[src/rtl/uirx_pkg.sv]
package uirx_pkg;

  typedef enum logic [1:0] {
    RX_HUNT  = 2'd0,
    RX_START = 2'd1,
    RX_DATA  = 2'd2,
    RX_STOP  = 2'd3
  } rx_state_e;

  localparam int unsigned DATA_MAX  = 9;
  localparam int unsigned DATA_MIN  = 8;
  localparam int unsigned FRAME_MAX = DATA_MAX + 2;
  localparam int unsigned FRAME_MIN = DATA_MIN + 2;
  localparam int unsigned CNT_W     = $clog2(FRAME_MAX + 1);
  localparam int unsigned IDX_W     = $clog2(DATA_MAX);

endpackage

[src/rtl/uirx_rst_sync.sv]
module uirx_rst_sync (
  input  logic clk,
  input  logic rst_n_in,
  output logic rst_n_out
);

  logic [1:0] stg_q;

  always_ff @(posedge clk or negedge rst_n_in) begin
    if (!rst_n_in) stg_q <= 2'b00;
    else           stg_q <= {stg_q[0], 1'b1};
  end

  assign rst_n_out = stg_q[1];

endmodule

[src/rtl/uirx_prescale.sv]
module uirx_prescale #(
  parameter int unsigned DIV = 4
) (
  input  logic clk,
  input  logic rst_n,
  output logic samp_en
);

  localparam int unsigned CW = (DIV > 1) ? $clog2(DIV) : 1;
  localparam logic [CW-1:0] LAST = CW'(DIV - 1);

  logic [CW-1:0] cnt_q, cnt_d;

  always_comb begin
    samp_en = (cnt_q == LAST);
    cnt_d   = samp_en ? '0 : cnt_q + CW'(1);
  end

  always_ff @(posedge clk or negedge rst_n) begin
    if (!rst_n) cnt_q <= '0;
    else        cnt_q <= cnt_d;
  end

endmodule

[src/rtl/uirx_bitclk.sv]
module uirx_bitclk #(
  parameter int unsigned OVS  = 16,
  parameter int unsigned SYNC = 2
) (
  input  logic clk,
  input  logic rst_n,
  input  logic samp_en,
  input  logic rx_in,
  input  logic hunting,
  output logic start_seen,
  output logic bit_done,
  output logic bit_val
);

  localparam int unsigned PW  = $clog2(OVS);
  localparam int unsigned MID = OVS / 2;
  localparam logic [PW-1:0] PH_LAST = PW'(OVS - 1);
  localparam logic [PW-1:0] PH_T0   = PW'(MID - 1);
  localparam logic [PW-1:0] PH_T1   = PW'(MID);
  localparam logic [PW-1:0] PH_T2   = PW'(MID + 1);

  logic [SYNC-1:0] sy_q;
  logic            rxs;
  logic [PW-1:0]   phase_q, phase_d;
  logic [1:0]      votes_q, votes_d;
  logic            tap;

  // line synchronizer
  always_ff @(posedge clk or negedge rst_n) begin
    if (!rst_n) sy_q <= '1;
    else        sy_q <= {sy_q[SYNC-2:0], rx_in};
  end
  assign rxs = sy_q[SYNC-1];

  always_comb begin
    tap        = (phase_q == PH_T0) || (phase_q == PH_T1) || (phase_q == PH_T2);
    start_seen = samp_en && hunting && !rxs;
    bit_done   = samp_en && !start_seen && (phase_q == PH_LAST);
    bit_val    = votes_q[1];
    phase_d    = phase_q;
    votes_d    = votes_q;
    if (start_seen) begin
      phase_d = PW'(1);
      votes_d = 2'd0;
    end else if (samp_en) begin
      phase_d = (phase_q == PH_LAST) ? '0 : phase_q + PW'(1);
      if (bit_done)        votes_d = 2'd0;
      else if (tap && rxs) votes_d = votes_q + 2'd1;
    end
  end

  always_ff @(posedge clk or negedge rst_n) begin
    if (!rst_n) begin
      phase_q <= '0;
      votes_q <= 2'd0;
    end else begin
      phase_q <= phase_d;
      votes_q <= votes_d;
    end
  end

  AST_HUNT_BITS_MARK: assert property (@(posedge clk) disable iff (!rst_n)
    (bit_done && hunting) |-> bit_val);

endmodule

[src/rtl/uirx_framer.sv]
module uirx_framer
  import uirx_pkg::*;
(
  input  logic                clk,
  input  logic                rst_n,
  input  logic                start_seen,
  input  logic                bit_done,
  input  logic                bit_val,
  input  logic                nine_bits,
  output logic                hunting,
  output logic                frame_ok,
  output logic [DATA_MAX-1:0] data_word
);

  rx_state_e           st_q, st_d;
  logic [IDX_W:0]      idx_q, idx_d;
  logic [DATA_MAX-1:0] sr_q, sr_d;
  logic [IDX_W:0]      idx_last;

  always_comb begin
    idx_last = nine_bits ? (IDX_W+1)'(DATA_MAX - 1) : (IDX_W+1)'(DATA_MIN - 1);
    st_d     = st_q;
    idx_d    = idx_q;
    sr_d     = sr_q;
    frame_ok = 1'b0;
    unique case (st_q)
      RX_HUNT: begin
        if (start_seen) st_d = RX_START;
      end
      RX_START: begin
        if (bit_done) begin
          st_d  = bit_val ? RX_HUNT : RX_DATA;
          idx_d = '0;
        end
      end
      RX_DATA: begin
        if (bit_done) begin
          sr_d = {bit_val, sr_q[DATA_MAX-1:1]};
          if (idx_q == idx_last) st_d = RX_STOP;
          else                   idx_d = idx_q + (IDX_W+1)'(1);
        end
      end
      RX_STOP: begin
        if (bit_done) begin
          st_d     = RX_HUNT;
          frame_ok = bit_val;
        end
      end
      default: st_d = RX_HUNT;
    endcase
  end

  always_ff @(posedge clk or negedge rst_n) begin
    if (!rst_n) begin
      st_q  <= RX_HUNT;
      idx_q <= '0;
      sr_q  <= '0;
    end else begin
      st_q  <= st_d;
      idx_q <= idx_d;
      sr_q  <= sr_d;
    end
  end

  assign hunting   = (st_q == RX_HUNT);
  assign data_word = nine_bits ? sr_q : {1'b0, sr_q[DATA_MAX-1:1]};

  AST_START_LEAVES_HUNT: assert property (@(posedge clk) disable iff (!rst_n)
    start_seen |=> (st_q == RX_START));

endmodule

[src/rtl/uirx_idle_det.sv]
module uirx_idle_det
  import uirx_pkg::*;
(
  input  logic clk,
  input  logic rst_n,
  input  logic bit_done,
  input  logic bit_val,
  input  logic frame_ok,
  input  logic long_mode,
  input  logic nine_bits,
  input  logic wake,
  input  logic clr,
  output logic idle_flag
);

  logic [CNT_W-1:0] cnt_q, cnt_d, flen;
  logic             lgo_q, lgo_d;
  logic             armed_q, armed_d;
  logic             idle_q, idle_d;
  logic             hit, take;

  always_comb begin
    flen    = nine_bits ? CNT_W'(FRAME_MAX) : CNT_W'(FRAME_MIN);
    take    = frame_ok && !wake;
    cnt_d   = cnt_q;
    lgo_d   = lgo_q;
    armed_d = armed_q;
    idle_d  = idle_q;
    hit     = 1'b0;
    if (bit_done) begin
      if (!bit_val) begin
        cnt_d = '0;
        lgo_d = 1'b0;
      end else begin
        if ((!long_mode || lgo_q) && (cnt_q < flen)) begin
          cnt_d = cnt_q + CNT_W'(1);
          hit   = (cnt_d == flen);
        end
        if (frame_ok) lgo_d = 1'b1;
      end
    end
    if (take) armed_d = 1'b1;
    if (clr)  idle_d  = 1'b0;
    if (hit && (armed_q || take) && !wake) begin
      idle_d  = 1'b1;
      armed_d = 1'b0;
    end
  end

  always_ff @(posedge clk or negedge rst_n) begin
    if (!rst_n) begin
      cnt_q   <= '0;
      lgo_q   <= 1'b0;
      armed_q <= 1'b0;
      idle_q  <= 1'b0;
    end else begin
      cnt_q   <= cnt_d;
      lgo_q   <= lgo_d;
      armed_q <= armed_d;
      idle_q  <= idle_d;
    end
  end

  assign idle_flag = idle_q;

  AST_CNT_BOUND: assert property (@(posedge clk) disable iff (!rst_n)
    cnt_q <= CNT_W'(FRAME_MAX));
  AST_ZERO_RESETS_CNT: assert property (@(posedge clk) disable iff (!rst_n)
    (bit_done && !bit_val) |=> (cnt_q == '0));
  AST_IDLE_NEEDS_ARM: assert property (@(posedge clk) disable iff (!rst_n)
    $rose(idle_q) |-> ($past(armed_q) || $past(frame_ok)));
  AST_IDLE_NOT_IN_WAKE: assert property (@(posedge clk) disable iff (!rst_n)
    $rose(idle_q) |-> !$past(wake));

endmodule

[src/rtl/uart_idle_rx.sv]
module uart_idle_rx
  import uirx_pkg::*;
#(
  parameter int unsigned OVS  = 16,
  parameter int unsigned DIV  = 1,
  parameter int unsigned SYNC = 2
) (
  input  logic                clk,
  input  logic                rst_n,
  input  logic                rx_in,
  input  logic                nine_bits,
  input  logic                idle_long,
  input  logic                idle_ie,
  input  logic                rx_wake,
  input  logic                stat_rd,
  input  logic                data_rd,
  output logic [DATA_MAX-1:0] rx_data,
  output logic                rx_full,
  output logic                idle_flag,
  output logic                irq
);

  logic                rst_n_s;
  logic                samp_en;
  logic                hunting, start_seen, bit_done, bit_val, frame_ok;
  logic [DATA_MAX-1:0] data_word;
  logic                idle_clr, take;

  logic [DATA_MAX-1:0] data_q, data_d;
  logic                full_q, full_d;
  logic                seen_full_q, seen_full_d;
  logic                seen_idle_q, seen_idle_d;

  uirx_rst_sync u_rst (
    .clk       (clk),
    .rst_n_in  (rst_n),
    .rst_n_out (rst_n_s)
  );

  if (DIV > 1) begin : g_div
    uirx_prescale #(.DIV(DIV)) u_pre (
      .clk     (clk),
      .rst_n   (rst_n_s),
      .samp_en (samp_en)
    );
  end else begin : g_nodiv
    assign samp_en = 1'b1;
  end

  uirx_bitclk #(.OVS(OVS), .SYNC(SYNC)) u_bit (
    .clk        (clk),
    .rst_n      (rst_n_s),
    .samp_en    (samp_en),
    .rx_in      (rx_in),
    .hunting    (hunting),
    .start_seen (start_seen),
    .bit_done   (bit_done),
    .bit_val    (bit_val)
  );

  uirx_framer u_frm (
    .clk        (clk),
    .rst_n      (rst_n_s),
    .start_seen (start_seen),
    .bit_done   (bit_done),
    .bit_val    (bit_val),
    .nine_bits  (nine_bits),
    .hunting    (hunting),
    .frame_ok   (frame_ok),
    .data_word  (data_word)
  );

  uirx_idle_det u_idle (
    .clk       (clk),
    .rst_n     (rst_n_s),
    .bit_done  (bit_done),
    .bit_val   (bit_val),
    .frame_ok  (frame_ok),
    .long_mode (idle_long),
    .nine_bits (nine_bits),
    .wake      (rx_wake),
    .clr       (idle_clr),
    .idle_flag (idle_flag)
  );

  // status and data register access
  always_comb begin
    take        = frame_ok && !rx_wake;
    idle_clr    = data_rd && seen_idle_q;
    data_d      = take ? data_word : data_q;
    full_d      = full_q;
    if (data_rd && seen_full_q) full_d = 1'b0;
    if (take)                   full_d = 1'b1;
    seen_full_d = seen_full_q;
    seen_idle_d = seen_idle_q;
    if (data_rd) begin
      seen_full_d = 1'b0;
      seen_idle_d = 1'b0;
    end
    if (stat_rd) begin
      seen_full_d = full_q;
      seen_idle_d = idle_flag;
    end
  end

  always_ff @(posedge clk or negedge rst_n_s) begin
    if (!rst_n_s) begin
      data_q      <= '0;
      full_q      <= 1'b0;
      seen_full_q <= 1'b0;
      seen_idle_q <= 1'b0;
    end else begin
      data_q      <= data_d;
      full_q      <= full_d;
      seen_full_q <= seen_full_d;
      seen_idle_q <= seen_idle_d;
    end
  end

  assign rx_data = data_q;
  assign rx_full = full_q;
  assign irq     = idle_flag && idle_ie;

  AST_FULL_FROM_FRAME: assert property (@(posedge clk) disable iff (!rst_n_s)
    $rose(full_q) |-> $past(frame_ok));
  AST_FULL_NOT_IN_WAKE: assert property (@(posedge clk) disable iff (!rst_n_s)
    $rose(full_q) |-> !$past(rx_wake));
  AST_IDLE_CLR_SEQ: assert property (@(posedge clk) disable iff (!rst_n_s)
    $fell(idle_flag) |-> ($past(data_rd) && $past(seen_idle_q)));
  AST_FULL_CLR_SEQ: assert property (@(posedge clk) disable iff (!rst_n_s)
    $fell(full_q) |-> $past(data_rd));

endmodule

[config.mk]
export PLATFORM = sky130hd
export DESIGN_NAME = uart_idle_rx
export DESIGN_NICKNAME = d
export VERILOG_FILES = /design/src/rtl/uirx_pkg.sv /design/src/rtl/uirx_rst_sync.sv /design/src/rtl/uirx_prescale.sv /design/src/rtl/uirx_bitclk.sv /design/src/rtl/uirx_framer.sv /design/src/rtl/uirx_idle_det.sv /design/src/rtl/uart_idle_rx.sv
export SDC_FILE = /design/constraint.sdc
export NUM_CORES = 1
export LEC_CHECK = 0
export BUFFER_PORTS_ARGS = -buffer_cell sky130_fd_sc_hd__buf_2
export CORE_ASPECT_RATIO = 1.4
export CORE_MARGIN = 4
export CORE_UTILIZATION = 50
export CTS_CLUSTER_DIAMETER = 40
export DETAILED_ROUTE_END_ITERATION = 10
export HOLD_SLACK_MARGIN = 0.03
export PLACE_DENSITY = 0.69
export SLEW_MARGIN = 20
export SYNTH_ARGS = -nofsm -noshare
export SYNTH_HDL_FRONTEND = slang
export SYNTH_SLANG_ARGS = --single-unit
[constraint.sdc]
create_clock -name clk -period 1.45 [get_ports clk]
set_input_delay 0.29 -clock clk [delete_from_list [all_inputs] [get_ports clk]]
set_output_delay 0.29 -clock clk [all_outputs]
set_load 0.02 [all_outputs]
==> summary.txt <==
Max Clk Rate: 0.657 GHz
Worst Setup Start Kind: flip-flop
largest net degree at the start of global routing: 27
Net Sw Frac: 33.1%
Distinct cells, synth: 42
max-cap viol count: 0
worst setup margin: -0.0727 ns
CTS tree: yes
Die Area: 5490 sq um
First-pass DRT Iterations: 4
Ports: 21
CP Max Fanout: 3
Row Count: 28
CP endpoint kind: flip-flop
Final Setup Violations: 8
drt total wl: 4.44 mm
number of synthesized register bits: 45
Setup Skew: 0.00780 ns
CP startpoint: u_bit.phase_q[0]$_DFF_PN0_
CTS Buf Count: 5
vias in the first global route: 1765
critical path data required time: 1.68 ns
Warnings, synthesis: 0
Slew Limit Fails: 0
syn nets: 212
final hold violation count: 0
FF-to-FF Start: u_bit.phase_q[0]$_DFF_PN0_
final-layout fill cell count: 342
Total Power: 4.05 mW
Area growth syn-to-layout: 26.0%
internal power: 2.71 mW
CP peak stage delay: 0.42 ns
Mapped Cells: 197
Worst-path clk slew: 0.08 ns
CTS H-tree lvls: 2
Final #Nets: 254
GPL Wtd Cong: 0.857
Post-Syn Area: 2180 sq um
power per cell area: 1480 nW/um^2
P_leak: 1.37 nW
clk buf depth: 2
sequential share of the synthesized area: 51.8%
# port buffers: 20
Initial Utilization: 51.8%
Skew-Pair Late Insertion Delay: 0.30 ns
min-delay src: rx_in
net switching power figure: 1.34 mW
dpl ws: -0.115 ns
first-pass GRT wire length: 7.80 mm
horizontal die dimension: 63.8 um
Die H: 86.1 um
Via density: 5.71
setup TNS: -0.331 ns
R2R cell count: 6
core area: 4200 sq um
sequential power share: 41.7%
Residual DRC: 0
kind of critical path: flip-flop to flip-flop
root buf cell: clkbuf_8
combinational share of power: 35.2%
global route overflow: 0
drt initial violations: 84
failing checks: setup timing
layout cells sized above 1: 37.1%
Hold Path Depth: 1
antenna violations before repair: 0
clk sinks: 45
hpwl dp: 3.10 mm
RSZ-0062 raised after global routing: true
status: complete, but fails checks
maximum vdd drop: 0.905 mV
Avg Inst Size Synth: 11.1 sq um
min Tclk post-route: 1.52 ns
crit path DAT: 1.75 ns
slowest CP cell: dfrtp_1
sequence of cells on the critical path: buf_6, ha_1, o21ai_2, o21a_1, or3_4, a21oi_2
Hold Path Class: primary input to flip-flop
# diodes: 0
fin crit share: 105%
DR WL/cell: 15.6 um
ANT nets after route: 0
power share of the clock group: 23.2%
vias: 1628
total global-route track usage: 17.9%
==> kinds of logic after synthesis <==
| logic type | after synthesis | share of synthesized area (%) |
|---|---|---|
| simple gates | 73 | 18.7 |
| fa+ha+maj | 6 | 3.45 |
| compound gates | 30 | 9.08 |
| flops | 45 | 51.8 |
| other cells | 1 | 0.172 |
| xor+xnor | 4 | 1.61 |
| mux | 23 | 11.1 |
| buf+inv | 15 | 4.14 |
==> flip-flops by register name, summed over array words and instances (netlist names), named ones only <==
signal            cells
u_rst.stg_q           2
u_frm.sr_q            9
u_frm.st_q            1
u_bit.votes_q         2
rx_full               1
u_idle.lgo_q          1
u_idle.idle_flag      1
seen_idle_q           1
u_bit.sy_q            2
u_bit.phase_q         4
rx_data               9
u_frm.idx_q           5
seen_full_q           1
u_idle.cnt_q          4
u_idle.armed_q        1
==> area by class of cell <==
class / instances / area, sq um / share of cell area, %
well taps: 45 / 56.3 / 2.05
multi-input cells: 137 / 1100 / 40.0
repair buffers: 43 / 320 / 11.7
flip-flops and latches: 45 / 1130 / 41.2
clock inverters: 2 / 38.8 / 1.41
inverters: 7 / 28.8 / 1.05
clock buffers: 6 / 72.6 / 2.64
==> per-stage QoR <==
| step | utilization [%] | hold slack, ns | instance area [sq um] | instances |
|---|---|---|---|---|
| 3_5_place_dp | 58.4 | 0.0770 | 2450 | 270 |
| 5_1_grt | 65.3 | 0.0749 | 2750 | 285 |
| 2_1_floorplan | - | -0.00559 | 2210 | 197 |
| 3_3_place_gp | 58.4 | 0.0737 | 2450 | 270 |
| 6_report | 65.3 | 0.0890 | 2750 | 285 |
| 4_1_cts | 62.8 | 0.0798 | 2640 | 283 |
==> critical path: cells and delay by family, from the launching register on <==
family | cells | cell delay [ns]
AO/OA/AOI/OAI | 3 | 0.40
adder cells (fa/ha/maj) | 1 | 0.17
buffers and inverters | 1 | 0.14
flip-flops | 1 | 0.42
AND/OR/NAND/NOR | 1 | 0.33
==> final timing paths <==
check                                                     to  slack (ns)
min in group asynchronous         asynchronous set/reset pin        0.20
worst max-delay path            u_bit.votes_q[0]$_DFFE_PN0P_       -0.07
worst min-delay path                 u_bit.sy_q[0]$_DFF_PN1_        0.09
max in group asynchronous          u_frm.sr_q[8]$_DFFE_PN0P_        0.79
worst max register to register  u_bit.votes_q[0]$_DFFE_PN0P_       -0.07
worst min register to register    asynchronous set/reset pin        0.20
==> repair_timing <==
item                                   in CTS  in global routing
hold buffers                                1                  0
pin swaps                                   5                  8
cloned                                      0                  0
setup endpoints to repair                  13                 35
gates resized for setup                    12                 18
buffers inserted                            4                  2
endpoints found under the hold margin       2                  0
==> cells in the mapped netlist <==
cell type  count  area share, %
dfrtp_1       43             49
nand2_1       15            2.6
nor2_1        15            2.6
mux2i_1       14            6.4
a21oi_1       12            2.8
nand3_1       10            2.3
mux2_2         9            4.7
inv_1          7            1.2
ha_1           6            3.4
nand2b_1       6            1.7
buf_4          5            1.7
o21ai_0        5            1.1
and2_1         4            1.1
nor3_1         4           0.92
a22o_1         3            1.2
and3_1         3           0.86
nand3b_1       3            1.0
xor2_1         3            1.2
a21o_1         2           0.69
buf_6          2            1.0
dfstp_2        2            2.4
nand3_2        2           0.92
o21a_1         2           0.69
or3_1          2           0.57
a311o_1        1           0.46
a31oi_1        1           0.29
a32oi_1        1           0.40
and4_1         1           0.40
and4b_1        1           0.46
clkbuf_1       1           0.17
conb_1         1           0.17
nand2_8        1           0.92
nand4_1        1           0.29
nand4b_1       1           0.40
nor2b_1        1           0.29
nor3b_1        1           0.34
nor4b_1        1           0.40
o22ai_1        1           0.29
o2bb2ai_1      1           0.40
o41ai_2        1           0.75
or3_4          1           0.52
xnor2_1        1           0.40
==> metal layers <==
layer  up-vias  routed length, um  GRT usage, %
met5         -                  0             0
met4         0                 67          4.91
met3        11                133          4.46
met2        28               2380          31.8
met1       817               1860          21.3
li1        772                  -             -
==> power groups by stage <==
stage,Sequential (mW),Clock [mW],Combinational [mW]
floorplan,1.75,0,0.689
global placement,1.69,0,1.06
detailed placement,1.70,0,1.13
CTS,1.68,0.963,1.27
global route,1.73,1.03,1.58
finish,1.69,0.940,1.43
==> cell usage in the layout (no fill, tap or decap), types with 2 or more instances in the layout <==
master	netlist	layout
dfstp_2	2	2
buf_6	2	2
o21a_1	2	2
a21oi_1	12	11
inv_1	7	4
nand2_1	15	15
mux2i_1	14	14
nor2_1	15	13
a22o_1	3	3
inv_2	0	2
clkbuf_8	0	5
nor3_1	4	2
nand2b_1	6	4
nand3_2	2	2
buf_2	0	20
and2_1	4	4
buf_4	5	17
ha_1	6	2
dfrtp_1	43	42
ha_4	0	2
or3_4	1	2
a21o_1	2	2
nand2b_4	0	2
mux2_2	9	9
buf_12	0	3
xor2_1	3	3
nand3_1	10	9
o21ai_0	5	3
ha_2	0	2
nand3b_1	3	3
Power figures use the tool's default switching activity.
